## src/rtl/strscan_pkg.sv

```systemverilog
package strscan_pkg;

  typedef enum logic [1:0] {
    SZ_BYTE  = 2'd0,
    SZ_WORD  = 2'd1,
    SZ_DWORD = 2'd2,
    SZ_RSVD  = 2'd3
  } elem_sz_e;

  typedef enum logic [1:0] {
    RM_ONCE     = 2'd0,
    RM_COUNT    = 2'd1,
    RM_WHILE_EQ = 2'd2,
    RM_WHILE_NE = 2'd3
  } rep_mode_e;

  typedef enum logic [1:0] {
    ST_IDLE = 2'd0,
    ST_ACT  = 2'd1,
    ST_DONE = 2'd2
  } seq_state_e;

  localparam int FLAG_W = 6;
  localparam int FL_CF  = 0;
  localparam int FL_PF  = 1;
  localparam int FL_AF  = 2;
  localparam int FL_ZF  = 3;
  localparam int FL_SF  = 4;
  localparam int FL_OF  = 5;

endpackage

```

## src/rtl/strscan_rst_sync.sv

```systemverilog
module strscan_rst_sync #(
  parameter int STAGES = 2
) (
  input  logic clk,
  input  logic rst_n,
  output logic rst_sync_n
);

  logic [STAGES-1:0] sync_q;

  always_ff @(posedge clk or negedge rst_n) begin
    if (!rst_n) begin
      sync_q <= '0;
    end else begin
      sync_q <= {sync_q[STAGES-2:0], 1'b1};
    end
  end

  assign rst_sync_n = sync_q[STAGES-1];

endmodule

```

## src/rtl/strscan_flags.sv

```systemverilog
module strscan_flags
  import strscan_pkg::*;
#(
  parameter int DW = 32
) (
  input  logic [DW-1:0]     acc_i,
  input  logic [DW-1:0]     elem_i,
  input  elem_sz_e          size_i,
  output logic [FLAG_W-1:0] flags_o
);

  localparam int LOW_W = 8;
  localparam int MID_W = 16;

  int              msb_pos;
  logic [DW-1:0]   width_mask;
  logic [DW-1:0]   a_m;
  logic [DW-1:0]   b_m;
  logic [DW:0]     ext_diff;
  logic [DW-1:0]   res;
  logic [4:0]      nib_diff;
  logic            sa;
  logic            sb;
  logic            sr;

  always_comb begin
    unique case (size_i)
      SZ_BYTE: msb_pos = LOW_W - 1;
      SZ_WORD: msb_pos = MID_W - 1;
      default: msb_pos = DW - 1;
    endcase
    width_mask = {DW{1'b1}} >> (DW - 1 - msb_pos);
    a_m        = acc_i & width_mask;
    b_m        = elem_i & width_mask;
    ext_diff   = {1'b0, a_m} - {1'b0, b_m};
    res        = ext_diff[DW-1:0] & width_mask;
    nib_diff   = {1'b0, a_m[3:0]} - {1'b0, b_m[3:0]};
    sa         = a_m[msb_pos];
    sb         = b_m[msb_pos];
    sr         = res[msb_pos];

    flags_o        = '0;
    flags_o[FL_CF] = ext_diff[DW];
    flags_o[FL_PF] = ~^res[LOW_W-1:0];
    flags_o[FL_AF] = nib_diff[4];
    flags_o[FL_ZF] = (res == '0);
    flags_o[FL_SF] = sr;
    flags_o[FL_OF] = (sa ^ sb) & (sa ^ sr);
  end

endmodule

```

## src/rtl/strscan_step.sv

```systemverilog
module strscan_step
  import strscan_pkg::*;
#(
  parameter int IW = 32,
  parameter int SW = 16
) (
  input  logic [IW-1:0] idx_i,
  input  elem_sz_e      size_i,
  input  logic          dir_i,
  input  logic          wide_i,
  output logic [IW-1:0] idx_o
);

  logic [2:0]    stride;
  logic [IW-1:0] stride_ext;
  logic [IW-1:0] full_next;

  always_comb begin
    unique case (size_i)
      SZ_BYTE: stride = 3'd1;
      SZ_WORD: stride = 3'd2;
      default: stride = 3'd4;
    endcase
    stride_ext = {{(IW-3){1'b0}}, stride};
    full_next  = dir_i ? (idx_i - stride_ext) : (idx_i + stride_ext);
  end

  generate
    if (IW > SW) begin : g_split
      assign idx_o = wide_i ? full_next : {idx_i[IW-1:SW], full_next[SW-1:0]};
    end else begin : g_flat
      assign idx_o = full_next;
    end
  endgenerate

endmodule

```

## src/rtl/strscan_seq.sv

```systemverilog
module strscan_seq
  import strscan_pkg::*;
#(
  parameter int IDX_W   = 32,
  parameter int DATA_W  = 32,
  parameter int CNT_W   = 32,
  parameter int SHORT_W = 16
) (
  input  logic              clk,
  input  logic              rst_n,
  input  logic              start_i,
  input  logic [1:0]        size_i,
  input  logic              wide_addr_i,
  input  logic              dir_i,
  input  logic [DATA_W-1:0] acc_i,
  input  logic [IDX_W-1:0]  index_i,
  input  logic [CNT_W-1:0]  count_i,
  input  logic [1:0]        mode_i,
  output logic              mem_req_o,
  output logic [IDX_W-1:0]  mem_addr_o,
  input  logic              mem_rvalid_i,
  input  logic [DATA_W-1:0] mem_rdata_i,
  output logic [IDX_W-1:0]  index_o,
  output logic [CNT_W-1:0]  count_o,
  output logic [FLAG_W-1:0] flags_o,
  output logic              busy_o,
  output logic              done_o
);

  localparam int HI_W = IDX_W - SHORT_W;

  logic        rst_sync_n;
  seq_state_e  state_q, state_d;
  logic [IDX_W-1:0]  idx_q, idx_d, idx_step;
  logic [CNT_W-1:0]  cnt_q, cnt_d, cnt_dec;
  logic [FLAG_W-1:0] flags_q, flags_d, flags_new;
  elem_sz_e    size_q;
  rep_mode_e   mode_q;
  logic        dir_q, wide_q;
  logic [DATA_W-1:0] acc_q;
  logic        cfg_en, elem_en, idx_en, cnt_en, flags_en, last_elem;

  strscan_rst_sync #(.STAGES(2)) i_rst_sync (
    .clk        (clk),
    .rst_n      (rst_n),
    .rst_sync_n (rst_sync_n)
  );

  strscan_flags #(.DW(DATA_W)) i_flags (
    .acc_i   (acc_q),
    .elem_i  (mem_rdata_i),
    .size_i  (size_q),
    .flags_o (flags_new)
  );

  strscan_step #(.IW(IDX_W), .SW(SHORT_W)) i_step (
    .idx_i  (idx_q),
    .size_i (size_q),
    .dir_i  (dir_q),
    .wide_i (wide_q),
    .idx_o  (idx_step)
  );

  assign cnt_dec = cnt_q - {{(CNT_W-1){1'b0}}, 1'b1};
  assign cfg_en  = (state_q == ST_IDLE) && start_i;
  assign elem_en = (state_q == ST_ACT) && mem_rvalid_i;

  always_comb begin
    unique case (mode_q)
      RM_ONCE:     last_elem = 1'b1;
      RM_COUNT:    last_elem = (cnt_dec == '0);
      RM_WHILE_EQ: last_elem = (cnt_dec == '0) || !flags_new[FL_ZF];
      default:     last_elem = (cnt_dec == '0) || flags_new[FL_ZF];
    endcase
  end

  // Next-state logic
  always_comb begin
    state_d  = state_q;
    idx_d    = idx_q;
    cnt_d    = cnt_q;
    flags_d  = flags_q;
    idx_en   = 1'b0;
    cnt_en   = 1'b0;
    flags_en = 1'b0;
    unique case (state_q)
      ST_IDLE: begin
        if (start_i) begin
          idx_d  = index_i;
          cnt_d  = count_i;
          idx_en = 1'b1;
          cnt_en = 1'b1;
          if ((rep_mode_e'(mode_i) != RM_ONCE) && (count_i == '0)) begin
            state_d = ST_DONE;
          end else begin
            state_d = ST_ACT;
          end
        end
      end
      ST_ACT: begin
        if (mem_rvalid_i) begin
          idx_d    = idx_step;
          flags_d  = flags_new;
          idx_en   = 1'b1;
          flags_en = 1'b1;
          if (mode_q != RM_ONCE) begin
            cnt_d  = cnt_dec;
            cnt_en = 1'b1;
          end
          if (last_elem) begin
            state_d = ST_DONE;
          end
        end
      end
      default: state_d = ST_IDLE;
    endcase
  end

  // Registers
  always_ff @(posedge clk or negedge rst_sync_n) begin
    if (!rst_sync_n) begin
      state_q <= ST_IDLE;
    end else begin
      state_q <= state_d;
    end
  end

  always_ff @(posedge clk or negedge rst_sync_n) begin
    if (!rst_sync_n) begin
      idx_q <= '0;
    end else if (idx_en) begin
      idx_q <= idx_d;
    end
  end

  always_ff @(posedge clk or negedge rst_sync_n) begin
    if (!rst_sync_n) begin
      cnt_q <= '0;
    end else if (cnt_en) begin
      cnt_q <= cnt_d;
    end
  end

  always_ff @(posedge clk or negedge rst_sync_n) begin
    if (!rst_sync_n) begin
      flags_q <= '0;
    end else if (flags_en) begin
      flags_q <= flags_d;
    end
  end

  always_ff @(posedge clk or negedge rst_sync_n) begin
    if (!rst_sync_n) begin
      size_q <= SZ_BYTE;
      mode_q <= RM_ONCE;
      dir_q  <= 1'b0;
      wide_q <= 1'b0;
      acc_q  <= '0;
    end else if (cfg_en) begin
      size_q <= elem_sz_e'(size_i);
      mode_q <= rep_mode_e'(mode_i);
      dir_q  <= dir_i;
      wide_q <= wide_addr_i;
      acc_q  <= acc_i;
    end
  end

  assign mem_req_o  = (state_q == ST_ACT);
  assign mem_addr_o = wide_q ? idx_q : {{HI_W{1'b0}}, idx_q[SHORT_W-1:0]};
  assign index_o    = idx_q;
  assign count_o    = cnt_q;
  assign flags_o    = flags_q;
  assign busy_o     = (state_q != ST_IDLE);
  assign done_o     = (state_q == ST_DONE);


  req_hold_chk: assert property (@(posedge clk) disable iff (!rst_sync_n)
    (mem_req_o && !mem_rvalid_i) |=> (mem_req_o && $stable(mem_addr_o)));


  count_step_chk: assert property (@(posedge clk) disable iff (!rst_sync_n)
    (mem_req_o && mem_rvalid_i && (mode_q != RM_ONCE)) |=> (count_o == $past(count_o) - 1));


  once_end_chk: assert property (@(posedge clk) disable iff (!rst_sync_n)
    (mem_req_o && mem_rvalid_i && (mode_q == RM_ONCE)) |=> (done_o && $stable(count_o)));


  zero_count_chk: assert property (@(posedge clk) disable iff (!rst_sync_n)
    (start_i && !busy_o && (mode_i != 2'd0) && (count_i == '0))
      |=> (done_o && !mem_req_o && $stable(flags_o)));


  short_index_chk: assert property (@(posedge clk) disable iff (!rst_sync_n)
    (mem_req_o && mem_rvalid_i && !wide_q)
      |=> (index_o[IDX_W-1:SHORT_W] == $past(index_o[IDX_W-1:SHORT_W])));


  while_eq_stop_chk: assert property (@(posedge clk) disable iff (!rst_sync_n)
    (mem_req_o && mem_rvalid_i && (mode_q == RM_WHILE_EQ) && !flags_new[FL_ZF]) |=> done_o);


  done_pulse_chk: assert property (@(posedge clk) disable iff (!rst_sync_n)
    done_o |=> (!done_o && !busy_o));


  idle_hold_chk: assert property (@(posedge clk) disable iff (!rst_sync_n)
    (!busy_o && !start_i) |=> ($stable(index_o) && $stable(count_o) && $stable(flags_o)));

endmodule

```

## config.mk

```make
export PLATFORM = sky130hd
export DESIGN_NAME = strscan_seq
export DESIGN_NICKNAME = d
export VERILOG_FILES = /design/src/rtl/strscan_pkg.sv /design/src/rtl/strscan_rst_sync.sv /design/src/rtl/strscan_flags.sv /design/src/rtl/strscan_step.sv /design/src/rtl/strscan_seq.sv
export SDC_FILE = /design/constraint.sdc
export NUM_CORES = 1
export LEC_CHECK = 0
export ABC_CLOCK_PERIOD_IN_PS = 3200
export BUFFER_PORTS_ARGS = -buffer_cell sky130_fd_sc_hd__buf_4
export CELL_PAD_IN_SITES_DETAIL_PLACEMENT = 0
export CELL_PAD_IN_SITES_GLOBAL_PLACEMENT = 1
export CORE_MARGIN = 4
export CORE_UTILIZATION = 30
export CTS_BUF_LIST = sky130_fd_sc_hd__clkbuf_2 sky130_fd_sc_hd__clkbuf_4 sky130_fd_sc_hd__clkbuf_8
export DETAILED_ROUTE_END_ITERATION = 12
export PLACE_DENSITY = 0.68
export SETUP_SLACK_MARGIN = 0.02
export SYNTH_ARGS = -nofsm -noshare
export SYNTH_HDL_FRONTEND = slang
export SYNTH_HIERARCHICAL = 1
export SYNTH_SLANG_ARGS = --single-unit
```

## constraint.sdc

```tcl
create_clock -name clk -period 3.2 [get_ports clk]
set_input_delay 0.64 -clock clk [delete_from_list [all_inputs] [get_ports clk]]
set_output_delay 0.64 -clock clk [all_outputs]
set_load 0.03 [all_outputs]
```

==> results.cfg, run 1 <==
[setup_path]
end_kind = flip-flop
startpoint_type = flip-flop
arrival_ps = 4420
crit_fanout = 7
r2r_slack_ps = -870
path_class = reg2reg
worstPathRequired_ps = 3550

[grt]
grt_first_pass_wirelength_mm = 60.6
grt_max_degree = 65
grt_pass1_vias = 11000
overflow = 0
grt_usage_pct = 19.4
grt_antenna_before_repair = 1

[pwr]
irDropWorstVdd_mv = 0.577
seqPwrFrac_pct = 14.8
clkPwrFrac_pct = 4.7
power.total_mw = 20.1
p_per_area_mw_per_mm2 = 1350
leakage_nw = 7.10
p_comb_share_pct = 80.5
power_switching_share_pct = 50.6
power.internal_mw = 9.95
p_switching_mw = 10.2

[synthesis]
synth_top_family_by_area = simple AND/OR/NAND/NOR gates
syn_inst = 1354
synth-seq-cells = 112
synth_fa_ha_area_share_pct = 8.72
ys_types = 91
synth_area_per_cell_um2 = 7.75
muxShareOfSynthArea_pct = 5.66
synth_seq_area_share_pct = 26.7
synth-xor-area-share_pct = 4.17
async_flop_share_pct = 100
synth_edf_count = 0
synth-compound-area-share_pct = 23.8
ys_warn_count = 6
synthSimpleGateAreaFrac_pct = 26.0
syn_area_mm2 = 0.0105
synth_nets = 1564
synthFlopType = dfrtp_1

[flow_run]
maxCapViolCount = 0

[status]
outcome = complete, but fails checks
violations = negative setup slack

[sta]
worst_pin_slew_ps = 918
maxSlewViolCount = 0
finalHoldViolations = 0
fin_crit_ps = 4070
fin_worst_skew_ps = 22.7
max_freq_ghz = 0.246
relSlewSlack_pct = 38.8
layout_setup_ws_ps = -873
rsz0062_at_grt = true
period_share_pct = 127
finalSetupViolations = 30

[route]
via_per_inst = 5.10
route.detailed.drc = 0
first_pass_iters = 5
routed-via-count = 11100
routed_wl_mm = 38.1
avgRoutedWirePerCell_um = 17.4
first_iter_violations = 455
final_antenna_net_count = 0

[placement]
gp_congestion = 0.873
io_buffers = 242
dp_hpwl_mm = 28.9
place_area_mm2 = 0.0140

[floorplan]
die_w_um = 195
die_area_mm2 = 0.0381
io_pins = 243
die_h_um = 195
core_area_mm2 = 0.0345
rows = 68
initial_core_util_pct = 30.4

[clock_tree]
htreeDepth = 3
clk_latency_ps = 450
clock_tree.buffer_depth = 2
cts_sinks = 112
cts_tree = built
cts_root_buf = clkbuf_8
cts-buffers-inserted = 9
clk_pin_slew_worst_paths_ps = 130

[hold_path]
hp-class = in2reg

[cells_and_area]
fillers = 3569
final-seq-area_mm2 = 0.00281
syn_to_final_growth_pct = 42.2
drive_gt1_share_pct = 34.5
multi_input_comb_area_mm2 = 0.00779
final_nets = 1933
final_area_mm2 = 0.0149
==> placed cells by master, fill, tap and decap left out, types with 8 or more instances in the layout <==
cell | netlist | layout
a211oi_1 | 10 | 8
a21o_1 | 32 | 32
a21oi_1 | 100 | 84
a21oi_2 | 3 | 13
a22oi_1 | 8 | 8
a31oi_1 | 8 | 8
and2_1 | 50 | 45
and3_1 | 14 | 14
buf_4 | 17 | 414
buf_6 | 2 | 14
clkbuf_8 | 0 | 10
dfrtp_1 | 112 | 109
ha_1 | 70 | 59
ha_4 | 0 | 10
inv_1 | 34 | 32
mux2_2 | 19 | 8
mux2_4 | 0 | 11
mux2i_1 | 38 | 38
nand2_1 | 250 | 245
nand2b_1 | 14 | 11
nand3_1 | 21 | 20
nand4_1 | 16 | 16
nor2_1 | 85 | 78
nor2b_1 | 16 | 12
nor3_1 | 29 | 29
nor4_1 | 20 | 19
o211ai_1 | 8 | 8
o21a_1 | 13 | 13
o21ai_0 | 105 | 76
o21ai_1 | 8 | 31
o21bai_1 | 10 | 9
xnor2_1 | 33 | 29
xor2_1 | 17 | 17
==> cells by family (layout without fill, tap and decap cells) <==
logic type / Yosys count / in the layout
xor+xnor: 50 / 50
compound gates: 383 / 383
buf+inv: 114 / 488
simple gates: 565 / 565
fa+ha+maj: 72 / 72
other cells: 1 / 2
flops: 112 / 112
mux: 57 / 57
==> registers in the layout (all words and copies together), names as in the netlist <==
signal             flops
state_q                2
dir_q                  1
flags_o                6
mode_q                 2
i_rst_sync/sync_q      2
size_q                 2
index_o               32
count_o               32
acc_q                 32
wide_q                 1
==> through the flow <==
stage | utilization [%] | instances | setup WS (ps) | TNS (ps) | hold WS [ps]
floorplan | - | 1354 | -752 | -1600 | 331
global placement | 40.5 | 2146 | -1260 | -10830 | 338
detailed placement | 40.5 | 2146 | -1320 | -12380 | 341
CTS | 42.7 | 2178 | -920 | -9030 | 319
global route | 43.2 | 2183 | -1140 | -13800 | 335
finish | 43.2 | 2184 | -873 | -8980 | 363
==> routing by layer <==
metal | routed length (um) | share of wire [%] | global-route usage [%]
met1 | 18200 | 48 | 26.7
met2 | 17700 | 47 | 32.5
met3 | 1910 | 5.0 | 3.88
met4 | 272 | 0.71 | 2.79
met5 | 7 | 0.018 | 0
==> Yosys cell counts, drive strengths merged (21+ instances only) <==
cell type | count | area (um2)
nand2 | 250 | 938
o21ai | 116 | 592
dfrtp | 112 | 2800
a21oi | 104 | 543
nor2 | 85 | 319
ha | 70 | 876
and2 | 51 | 320
clkbuf | 50 | 188
mux2i | 38 | 380
inv | 36 | 135
xnor2 | 33 | 289
a21o | 32 | 240
nor3 | 30 | 155
buf | 28 | 190
nor4 | 22 | 150
nand3 | 21 | 105
==> cell type report <==
type	count	share of cell area, %
Sequential cell	112	18.8
Clock buffer	10	0.922
Antenna cell	1	0.0168
Clock inverter	6	0.352
Inverter	36	0.914
Multi-Input combinational cell	1128	52.2
Tap cell	455	3.81
Timing Repair Buffer	436	23.0
==> repair_timing <==
item / CTS / global route
setup endpoints to repair: 30 / 31
endpoints found under the hold margin: 2 / 0
hold buffers: 1 / 0
cloned: 3 / 0
resized for setup: 103 / 29
pin swaps: 52 / 23
buffers inserted: 14 / 5
==> power groups by stage <==
stage | logic, mW | clock network, mW | registers, mW
6_report | 16.2 | 0.938 | 2.99
5_1_grt | 17.7 | 1.02 | 3.12
4_1_cts | 16.0 | 0.996 | 2.99
3_5_place_dp | 14.8 | 0 | 3.01
3_3_place_gp | 14.6 | 0 | 3.00
2_1_floorplan | 8.87 | 0 | 3.60
==> path summary, 6_finish.rpt <==
path | startpoint | end | cells after the start
setup / recovery | size_q[0] | state_q[1] | 19
hold / removal | wide_addr_i | wide_q | 3
setup reg to reg | size_q[0] | state_q[1] | 19
hold reg to reg | i_rst_sync/sync_q[0] | i_rst_sync/sync_q[1] | 0
max in group asynchronous | i_rst_sync/sync_q[1] | acc_q[23] | 1
min in group asynchronous | i_rst_sync/sync_q[1] | index_o[25] | 0
==> critical path, stage by stage, from the launching register on <==
cell and delay, ps:
dfrtp_2 420, or2_4 290, buf_6 140, and2_4 150, ha_4 240, buf_12 130
nor2_2 70, nor2_1 40, a21o_1 230, o211a_4 270, or3_1 360, a211oi_2 190
nand4b_1 110, or4_1 490, o21ai_2 180, nand2_1 80, xor2_1 160, nand2b_4 150
o21bai_1 170, o211a_1 120
Note: power is estimated with default switching activity, not from simulation.
==> run 2: changes to the inputs <==
--- a/config.mk
+++ b/config.mk
@@ -7,13 +7,11 @@
 export LEC_CHECK = 0
 export ABC_CLOCK_PERIOD_IN_PS = 3200
 export BUFFER_PORTS_ARGS = -buffer_cell sky130_fd_sc_hd__buf_4
-export CELL_PAD_IN_SITES_DETAIL_PLACEMENT = 0
-export CELL_PAD_IN_SITES_GLOBAL_PLACEMENT = 1
 export CORE_MARGIN = 4
 export CORE_UTILIZATION = 30
 export CTS_BUF_LIST = sky130_fd_sc_hd__clkbuf_2 sky130_fd_sc_hd__clkbuf_4 sky130_fd_sc_hd__clkbuf_8
 export DETAILED_ROUTE_END_ITERATION = 12
-export PLACE_DENSITY = 0.68
+export PLACE_DENSITY = 0.53
 export SETUP_SLACK_MARGIN = 0.02
 export SYNTH_ARGS = -nofsm -noshare
 export SYNTH_HDL_FRONTEND = slang
==> run 2 against run 1 <==
The flow still finishes with violations (negative setup slack). Wire length shrank 2.4%. Clock-buffer cell count shrank 1. Final area is essentially flat. Largest cell class unchanged.
==> results.cfg, run 2 (same netlist as run 1, synthesis figures left out) <==
[clock_tree]
cts_sinks = 112
cts_tree = built
clk_pin_slew_worst_paths_ps = 140
clock_tree.buffer_depth = 2
cts-buffers-inserted = 9
cts_root_buf = clkbuf_8
htreeDepth = 3
clk_latency_ps = 440

[grt]
grt_first_pass_wirelength_mm = 59.0
overflow = 0
grt_antenna_before_repair = 1
grt_usage_pct = 18.8
grt_pass1_vias = 11000
grt_max_degree = 65

[setup_path]
startpoint_type = flip-flop
worst_r2r_endpoint = state_q[1]
r2r_slack_ps = -860
reg2reg_depth = 20
arrival_ps = 4410
r2r_start = size_q[1]
worstSetupStartpoint = size_q[1]
crit_fanout = 7
path_class = reg2reg
worstPathRequired_ps = 3550
end_kind = flip-flop

[pwr]
leakage_nw = 7.08
p_per_area_mw_per_mm2 = 1350
power.total_mw = 20.1
irDropWorstVdd_mv = 0.516

[cells_and_area]
final_area_mm2 = 0.0149
fillers = 3543
drive_gt1_share_pct = 35.2
layout_commonest_cell = buf_4
utilization_pct = 43.2
syn_to_final_growth_pct = 42.2
final_nets = 1937
final_cell_mix = buf_4, nand2_1, dfrtp_1

[floorplan]
io_pins = 243
die_area_mm2 = 0.0381
die_h_um = 195
initial_core_util_pct = 30.4
core_area_mm2 = 0.0345
die_w_um = 195
rows = 68

[sta]
layout_setup_ws_ps = -863
period_share_pct = 127
rsz0062_at_grt = true
finalSetupViolations = 26
max_freq_ghz = 0.246
finalHoldViolations = 0
fin_crit_ps = 4060
worst_pin_slew_ps = 724
maxSlewViolCount = 0
relSlewSlack_pct = 51.3
fin_worst_skew_ps = 18.1

[flow_run]
maxCapViolCount = 0

[route]
via_per_inst = 5.10
first_iter_violations = 543
route.detailed.drc = 0
routed_wl_mm = 37.2
avgRoutedWirePerCell_um = 17.0
routed-via-count = 11200
first_pass_iters = 5
final_antenna_net_count = 0

[placement]
dp_hpwl_mm = 28.4
place_area_mm2 = 0.0140
gp_congestion = 0.878
post-place-ws_ps = -1280
io_buffers = 242

[status]
outcome = complete, but fails checks
violations = negative setup slack

[hold_path]
hp-class = reg2async
## run 2: where the power goes
part	internal [mW]	switching (mW)	leakage [nW]	total (mW)
clock	0.310	0.641	0.102	0.951
sequential	2.10	0.875	1.36	2.97
combinational	7.53	8.66	5.62	16.2
## run 2: metal layers
layer	vias up	routed length, um	GRT usage, %
met5	-	0	0
met4	0	561	5.17
met3	25	1830	2.90
met2	277	17100	30.2
met1	5251	17700	26.3
li1	5601	-	-
## run 2: worst max path at each step
| stage | to | slack [ps] | depth (start not counted) |
|---|---|---|---|
| 3_5_place_dp | state_q[1] | -1280 | 21 |
| 5_1_grt | state_q[1] | -1170 | 21 |
| 3_3_place_gp | state_q[1] | -1240 | 21 |
| 4_1_cts | state_q[1] | -830 | 21 |
| 6_report | state_q[1] | -860 | 20 |
| 2_1_floorplan | state_q[1] | -750 | 20 |
## run 2: cell type report
cell class | instances | area, um2 | area share (%)
timing repair buffer | 439 | 3390 | 22.7
inverter | 36 | 135 | 0.905
clock buffer | 9 | 124 | 0.830
antenna | 1 | 2.50 | 0.0168
clock inverter | 7 | 72.6 | 0.486
multi-input combinational | 1129 | 7830 | 52.4
sequential | 112 | 2810 | 18.8
tap | 455 | 569 | 3.81
## run 2: what timing repair did
action | 4_1_cts | 5_1_grt
setup endpoints to repair | 30 | 32
gates cloned | 1 | 1
setup buffers | 19 | 8
gates resized for setup | 65 | 68
endpoints found under the hold margin | 2 | 0
pin swaps | 30 | 29
hold buffers | 1 | 0
## run 2: critical path, cell delays in order, from the launching register on
cell      delay (ps)
dfrtp_2          480
or2_4            300
buf_6            140
nand2_4           70
ha_4             220
a21oi_4          130
o211ai_1         100
a21o_1           200
buf_4            150
buf_4            140
a211oi_1         240
xnor2_1          130
or4_4            500
o22ai_4          180
nand4_1          120
o21ai_2          190
nand2_1           80
xor2_1           160
nand2b_1         160
o21bai_1         170
o211a_1          110
## run 2: per-stage QoR
step / setup TNS (ps) / hold slack (ps) / cells
after detailed placement: -10850 / 338 / 2144
final: -7290 / 325 / 2188
after global placement: -9590 / 334 / 2144
after global routing: -12080 / 369 / 2188
after floorplan: -1600 / 331 / 1354
after CTS: -7910 / 344 / 2178
==> run 3: changes to the inputs <==
--- a/config.mk
+++ b/config.mk
@@ -6,7 +6,7 @@
 export NUM_CORES = 1
 export LEC_CHECK = 0
 export ABC_CLOCK_PERIOD_IN_PS = 3200
-export BUFFER_PORTS_ARGS = -buffer_cell sky130_fd_sc_hd__buf_4
+export BUFFER_PORTS_ARGS = -buffer_cell sky130_fd_sc_hd__buf_2
 export CORE_MARGIN = 4
 export CORE_UTILIZATION = 30
 export CTS_BUF_LIST = sky130_fd_sc_hd__clkbuf_2 sky130_fd_sc_hd__clkbuf_4 sky130_fd_sc_hd__clkbuf_8
==> run 3 against run 2 <==
First-iteration DRC count down 0.74%. Final area shrank 3.1%. Largest cell class unchanged. Final cell count grew 0.46%. Worst setup slack got worse by 66 ps. The flow still finishes with violations (negative setup slack).
==> results.cfg, run 3 (same netlist as run 1, synthesis figures left out) <==
[setup_path]
end_kind = flip-flop
reg2reg_depth = 19
arrival_ps = 4470
worstPathRequired_ps = 3540
startpoint_type = flip-flop
crit_fanout = 7
path_class = reg2reg

[status]
outcome = complete, but fails checks
violations = negative setup slack

[cells_and_area]
final_nets = 1946
multi_input_comb_area_mm2 = 0.00782
final_area_mm2 = 0.0145
final-seq-area_mm2 = 0.00281
final_cell_mix = nand2_1, buf_2, buf_4
drive_gt1_share_pct = 35.3
syn_to_final_growth_pct = 37.8
layout_commonest_cell = nand2_1
fillers = 3606
utilization_pct = 41.9

[clock_tree]
cts_root_buf = clkbuf_8
clk_pin_slew_worst_paths_ps = 130
clk_latency_ps = 440
cts_tree = built
htreeDepth = 3
cts_sinks = 112
clock_tree.buffer_depth = 2
cts-buffers-inserted = 9

[placement]
dp_hpwl_mm = 28.1
gp_congestion = 0.856
io_buffers = 242
place_area_mm2 = 0.0134
post-place-ws_ps = -1370

[pwr]
irDropWorstVdd_mv = 0.457
p_per_area_mw_per_mm2 = 1400
leakage_nw = 6.98

[grt]
grt_pass1_vias = 10900
overflow = 0
grt_antenna_before_repair = 3
met3_usage_pct = 3.02
busiest_layer = met2
grt_max_degree = 63
grt_util_met1_pct = 26.2
grt_first_pass_wirelength_mm = 58.5
grt_usage_pct = 18.7
grt.met2_usage_pct = 30.0

[route]
routed-via-count = 11200
first_pass_iters = 5
first_iter_violations = 539
routed_wl_mm = 37.2
avgRoutedWirePerCell_um = 16.9
final_antenna_net_count = 0
via_per_inst = 5.10
route.detailed.drc = 0

[floorplan]
die_area_mm2 = 0.0381
die_h_um = 195
initial_core_util_pct = 30.4
die_w_um = 195
rows = 68
core_area_mm2 = 0.0345
io_pins = 243

[sta]
fin_worst_skew_ps = 22.4
fin_crit_ps = 4130
layout_setup_ws_ps = -929
rsz0062_at_grt = true
max_freq_ghz = 0.242
finalHoldViolations = 0
worst_pin_slew_ps = 909
maxSlewViolCount = 0
finalSetupViolations = 28
period_share_pct = 129
relSlewSlack_pct = 39.4

[hold_path]
hp-class = reg2reg
hold_depth = 0

[flow_run]
maxCapViolCount = 0
==> run 3: cell types whose count changed in the layout (fill, tap and decap cells not counted), moves of 4 or more <==
cell,change
o21ai_1,+5
nor2_1,-4
a21oi_1,+4
buf_2,+242
buf_4,-244
buf_6,+11
o21ai_0,-5
==> run 3: metrics by stage <==
stage          TNS, ps  hold slack, ps  total power, mW  cells
2_1_floorplan    -1600             331             12.5   1354
3_3_place_gp     -9890             338             17.1   2145
3_5_place_dp    -11350             341             17.2   2145
4_1_cts          -9210             342             19.5   2190
5_1_grt         -14270             370             22.0   2198
6_report         -8750             371             20.3   2198
==> run 3: timing repair <==
action,in CTS,in global routing
setup buffers,26,8
gates cloned,2,0
hold buffers,1,0
pin swaps,42,40
endpoints found under the hold margin,2,0
endpoints found under the setup margin,30,33
gates resized for setup,74,68
==> run 3: per-layer routing <==
metal	routed length [um]	up-vias	share of wire, %
met1	17700	5337	47
met4	498	2	1.3
met3	1790	26	4.8
met5	13	-	0.035
met2	17200	250	46
li1	-	5597	-
==> run 3: final timing paths <==
check / slack (ps) / end / from
setup / recovery: -930 / state_q[1] / size_q[0]
hold / removal: 370 / i_rst_sync/sync_q[1] / i_rst_sync/sync_q[0]
setup reg to reg: -930 / state_q[1] / size_q[0]
hold reg to reg: 370 / i_rst_sync/sync_q[1] / i_rst_sync/sync_q[0]
max in group asynchronous: 1930 / size_q[0] / i_rst_sync/sync_q[1]
min in group asynchronous: 390 / count_o[8] / i_rst_sync/sync_q[1]
==> run 3: worst max-delay path, cell delays in order, from the launching register on <==
cell and delay (ps):
dfrtp_2 450, or2_4 310, buf_6 130, and2_4 130
ha_4 260, buf_6 120, nor2_2 70, nor2_1 40
a21o_1 190, o211a_4 270, or3_1 370, a211oi_2 180
nand4b_1 120, or4_1 490, o21ai_2 200, nand2_1 110
xor2_2 160, nand2b_4 150, o21bai_4 170, o211a_1 120
==> run 3: final cells by class <==
class | instances | share of cell area (%)
Sequential cell | 112 | 19.4
Multi-Input combinational cell | 1129 | 54.1
Timing Repair Buffer | 448 | 20.0
Clock buffer | 10 | 0.908
Clock inverter | 6 | 0.692
Inverter | 36 | 0.934
Antenna cell | 2 | 0.0346
Tap cell | 455 | 3.93
==> run 3: report_power, final <==
| group | leakage, nW | switching [mW] | internal [mW] |
|---|---|---|---|
| clock network | 0.118 | 0.602 | 0.466 |
| registers | 1.36 | 0.830 | 2.10 |
| logic | 5.50 | 8.87 | 7.42 |
